--- src/rtl/sfw_pkg.sv ---
// Shared constants for the framed word serializer.
// Assumes: framing values are fixed by the line protocol, not by parameters.
package sfw_pkg;
    typedef enum logic {
        LVL_LOW  = 1'b0,
        LVL_HIGH = 1'b1
    } line_lvl_e;

    localparam line_lvl_e OPEN_LVL  = LVL_HIGH;  // marker ahead of the payload
    localparam line_lvl_e CLOSE_LVL = LVL_LOW;   // marker after the payload
    localparam int        MARK_BITS = 2;         // framing bits added per word
endpackage

--- src/rtl/sfw_slot_timer.sv ---
// Slot counter: marks the word-capture cycle once every SLOTS cycles.
// Assumes: SLOTS >= 2; the counter restarts at slot 0 on reset.
module sfw_slot_timer #(
    parameter int SLOTS = 20
) (
    input  logic clk,
    input  logic rst_n,
    output logic take
);
    localparam int CW = (SLOTS > 1) ? $clog2(SLOTS) : 1;
    localparam logic [CW-1:0] LAST = CW'(SLOTS - 1);

    logic [CW-1:0] slot_q;

    // Advance the slot index and wrap after the last slot.
    always_ff @(posedge clk) begin
        if (!rst_n)             slot_q <= '0;
        else if (slot_q == LAST) slot_q <= '0;
        else                    slot_q <= slot_q + 1'b1;
    end

    assign take = (slot_q == '0);
endmodule

--- src/rtl/sfw_frame_shifter.sv ---
// Builds the marker-wrapped frame and shifts it out LSB first.
// Assumes: load arrives exactly once per frame length, so the remainder
// register is empty when the next frame loads.
module sfw_frame_shifter
    import sfw_pkg::*;
#(
    parameter int DATA_W = 18
) (
    input  logic              clk,
    input  logic              rst_n,
    input  logic              load,
    input  logic [DATA_W-1:0] data,
    output logic              nxt_bit,
    output logic              ser_q,
    output logic              oe_q
);
    localparam int FRAME_W = DATA_W + MARK_BITS;

    logic [FRAME_W-1:0] frame;
    logic [FRAME_W-2:0] rest_q;

    assign frame   = {CLOSE_LVL, data, OPEN_LVL};
    assign nxt_bit = load ? frame[0] : rest_q[0];

    // Hold the frame bits still to be sent.
    always_ff @(posedge clk) begin
        if (!rst_n)    rest_q <= '0;
        else if (load) rest_q <= frame[FRAME_W-1:1];
        else           rest_q <= {1'b0, rest_q[FRAME_W-2:1]};
    end

    // Register the line bit and the sticky driver enable.
    always_ff @(posedge clk) begin
        if (!rst_n) begin
            ser_q <= 1'b0;
            oe_q  <= 1'b0;
        end else begin
            ser_q <= nxt_bit;
            oe_q  <= oe_q | load;
        end
    end
endmodule

--- src/rtl/sfw_emph_marker.sv ---
// Flags the first bit of each run of equal line bits.
// Assumes: cur_bit is the bit on the line now, and nxt_bit is the bit
// launched at the coming edge.
module sfw_emph_marker (
    input  logic clk,
    input  logic rst_n,
    input  logic enable,
    input  logic nxt_bit,
    input  logic cur_bit,
    output logic emph_q
);
    // Mark a bit when it breaks the run of the bit before it.
    always_ff @(posedge clk) begin
        if (!rst_n) emph_q <= 1'b0;
        else        emph_q <= enable & (nxt_bit ^ cur_bit);
    end
endmodule

--- src/rtl/sfw_serializer.sv ---
// Top level: framed word serializer with run-start marking.
// Assumes: one clock at the bit rate; the upstream source drives data_in
// in the word_take cycle.
module sfw_serializer
    import sfw_pkg::*;
#(
    parameter int DATA_W = 18
) (
    input  logic              clk,
    input  logic              rst_n,
    input  logic              pre_en,
    input  logic [DATA_W-1:0] data_in,
    output logic              word_take,
    output logic              ser_out,
    output logic              ser_oe,
    output logic              emph_out
);
    localparam int SLOTS = DATA_W + MARK_BITS;

    logic nxt_bit;

    sfw_slot_timer #(.SLOTS(SLOTS)) u_timer (
        .clk   (clk),
        .rst_n (rst_n),
        .take  (word_take)
    );

    sfw_frame_shifter #(.DATA_W(DATA_W)) u_shift (
        .clk     (clk),
        .rst_n   (rst_n),
        .load    (word_take),
        .data    (data_in),
        .nxt_bit (nxt_bit),
        .ser_q   (ser_out),
        .oe_q    (ser_oe)
    );

    sfw_emph_marker u_emph (
        .clk     (clk),
        .rst_n   (rst_n),
        .enable  (pre_en),
        .nxt_bit (nxt_bit),
        .cur_bit (ser_out),
        .emph_q  (emph_out)
    );
endmodule

--- config.mk ---
export PLATFORM = sky130hd
export DESIGN_NAME = sfw_serializer
export DESIGN_NICKNAME = d
export VERILOG_FILES = /design/src/rtl/sfw_pkg.sv /design/src/rtl/sfw_slot_timer.sv /design/src/rtl/sfw_frame_shifter.sv /design/src/rtl/sfw_emph_marker.sv /design/src/rtl/sfw_serializer.sv
export SDC_FILE = /design/constraint.sdc
export NUM_CORES = 1
export LEC_CHECK = 0
export BUFFER_PORTS_ARGS = -buffer_cell sky130_fd_sc_hd__buf_2
export CORE_UTILIZATION = 49
export CTS_BUF_LIST = sky130_fd_sc_hd__clkbuf_8
export CTS_CLUSTER_DIAMETER = 30
export CTS_CLUSTER_SIZE = 24
export DETAILED_ROUTE_END_ITERATION = 12
export GPL_TIMING_DRIVEN = 0
export PLACE_DENSITY = 0.74
export REMOVE_ABC_BUFFERS = 1
export SKIP_CTS_REPAIR_TIMING = 1
export SYNTH_ARGS = -nofsm -noshare
export SYNTH_HDL_FRONTEND = slang
export SYNTH_SLANG_ARGS = --single-unit
--- constraint.sdc ---
create_clock -name clk -period 3.9 [get_ports clk]
set_clock_uncertainty 0.2 [all_clocks]
set_input_delay 0.195 -clock clk [delete_from_list [all_inputs] [get_ports clk]]
set_output_delay 0.195 -clock clk [all_outputs]
set_load 0.02 [all_outputs]
==> results.tsv <==
metric	value	unit
powerDensity	388	mW/mm2
io_buffer_count	24	
rsz0062_at_grt	false	
die_w	49.1	um
final-hold-violation-count	2	
dp_hpwl	1.23	mm
worstRegToRegCells	6	
cts_root_buf	clkbuf_8	
critPathSlowestCell	or4b_1	
viasPerCell	4.78	
cts_tree	built	
final_core_util	68.6	%
start_kind	flop	
die_y	49.1	um
antenna_found_initial	0	
r2r-end	u_emph.emph_q	
synth_area	0.00108	mm2
place_area	0.00118	mm2
arrival	2.05	ns
crit_buf_inv	3	
htreeDepth	1	
place_inst	157	
dieArea	0.00241	mm2
clock_sinks	26	
ctsLongestPathBuffers	2	
hp-class	input pin to flop	
pre_cts_ws	1.65	ns
wl_per_cell	11.1	um
yosys.area.top_type_share	48.0	%
async_reset_ff_share	0	%
syn_inst	112	
slew_violations	0	
status	finished with violations	
tightest_slew	0.655	ns
routed_wirelength	1.95	mm
clk_pin_slew	0.08	ns
final_layout_size_suffix_gt1_share	29.5	%
final_area	0.00139	mm2
cp-end-kind	output port	
r2r-start	u_timer.slot_q[0]	
synth_most_common_cell	nand2_1	
timing.slew.headroom	56.3	%
dr.pass1.iters	4	
holdWs	-0.0161	ns
crit_required	3.50	ns
yosysSeqAreaShare	48.0	%
ys.flop_type	dfxtp_1	
fin_crit_sh	62.6	%
grtUsageTotal	16.8	%
ys_ff_latch	26	
synth.avg_cell_area	9.69	um2
layout_setup_ws	1.46	ns
gr-total-overflow	0	
gp_congestion	0.702	
violations	hold timing	
io_pins	25	
drc	0	
start_util	53.7	%
period_needed	2.44	ns
fin_nets	174	
via_count	841	
core	0.00202	mm2
crit_path_max_incr_delay	0.77	ns
stdcell_count	176	
grt_pass1_wl	3.14	mm
drtIter0Drc	6	
regToRegSetupSlack	1.67	ns
ys_warn_count	0	
synth_common_cells	nand2_1 (34), dfxtp_1 (26), a21boi_2 (16)	
endpoint	word_take	
synth_edf_count	0	
startpoint	u_timer.slot_q[0]	
grt_pass1_vias	770	
diodes	0	
syn_to_final_growth	27.8	%
crit_fanout	23	
critical_path_class	flop to output port	
cpLargestDelayFamily	simple AND/OR/NAND/NOR gates	
clk_latency	0.26	ns
path_depth	5	
tns	0	ns
synth_cell_types	23	
setup_viol	0	
synth_largest_area_cell	dfxtp_1	
max_cap_viol_count	0	
cts_buffers	3	
placementRows	16	
synthTopCellsByArea	dfxtp_1 (48%), a21boi_2 (17%), nand2_1 (12%), buf_8 (2.8%), ha_1 (2.3%)	
max_freq	409	MHz
ant_nets	0	
vdd_ir_drop_max	0.000283	V
path_cells	inv_1 -> ha_1 -> or4b_1 -> clkinv_4 -> buf_2	
leakagePower	0.592	nW
grt_start_max_net_pins	27	
-- cell families (layout without fill, tap and decap cells) --
logic type,Yosys count,count (layout),share of synthesized area (%)
DFF,26,26,48.0
xor gates and xnor gates,1,1,0.808
buffers and inverters,10,47,6.81
and+or+nand+nor,49,49,20.6
adders and majority gates,2,2,2.31
AOI/OAI and AO/OA,24,24,21.5
-- worst min-delay path by stage --
stage                    endpoint   startpoint  slack [ns]  cells after the start
2_1_floorplan   u_timer.slot_q[2]        rst_n        0.11                      1
3_3_place_gp   u_shift.rest_q[17]  data_in[17]        0.23                      2
3_5_place_dp   u_shift.rest_q[17]  data_in[17]        0.24                      2
4_1_cts        u_shift.rest_q[17]  data_in[17]       -0.04                      2
5_1_grt         u_shift.rest_q[3]   data_in[3]       0.006                      3
6_report        u_shift.rest_q[9]   data_in[9]       -0.02                      3
-- worst register-to-register path, delay by kind of cell, from the launching register on --
family,cells,cell delay (ns)
buf+inv,2,0.38
simple gates,3,1.00
flops,1,0.36
fa+ha+maj,1,0.18
-- per-layer routing --
metal  part of all wire, %  up-vias  GRT usage (%)
li1                      -      439              -
met2                    51       17           30.3
met1                    46      385           19.9
met4                     0        0           5.88
met5                     0        -              0
met3                   3.0        0           2.80
-- per-stage QoR --
step / hold slack (ns) / power, W
finish: -0.0161 / 0.000538
global route: 0.00587 / 0.000570
CTS: -0.0410 / 0.000535
detailed placement: 0.236 / 0.000392
global placement: 0.226 / 0.000386
floorplan: 0.113 / 0.000361
-- state kept, by name, summed over array words and instances (netlist names) --
name / count
u_emph.emph_q: 1
u_shift.oe_q: 1
u_shift.rest_q: 18
u_shift.ser_q: 1
u_timer.slot_q: 5
-- layout make-up --
cell class | instances | area, um2
clock buffers | 3 | 41.3
fillers | 162 | 636
inverters | 4 | 20.0
multi-input cells | 76 | 490
flip-flops and latches | 26 | 520
well taps | 27 | 33.8
repair buffers | 40 | 280
-- where the power goes --
part	total, W	internal, W	leakage (nW)	switching, W
Sequential	0.000296	0.000288	0.214	0.00000858
Combinational	0.000100	0.0000462	0.356	0.0000542
Clock	0.000142	0.0000689	0.0216	0.0000727
Total	0.000538	0.000403	0.592	0.000136
-- cell usage in the layout, fill, tap and decap left out --
cell,Yosys,layout
nand2_1,34,34
dfxtp_1,26,26
buf_2,1,24
a21boi_2,16,16
dlygate4sd3_1,0,16
inv_1,3,3
and3_1,3,3
nor2b_1,3,3
o21ai_0,3,3
o21a_1,3,3
clkbuf_8,0,3
nand3_1,2,2
a21boi_0,2,2
nor3_1,2,2
ha_1,2,2
or4b_1,1,1
clkinv_4,1,1
nor2_1,1,1
and3b_1,1,1
and4b_1,1,1
xnor2_1,1,1
and2_1,1,1
(Power assumes the default switching activity.)
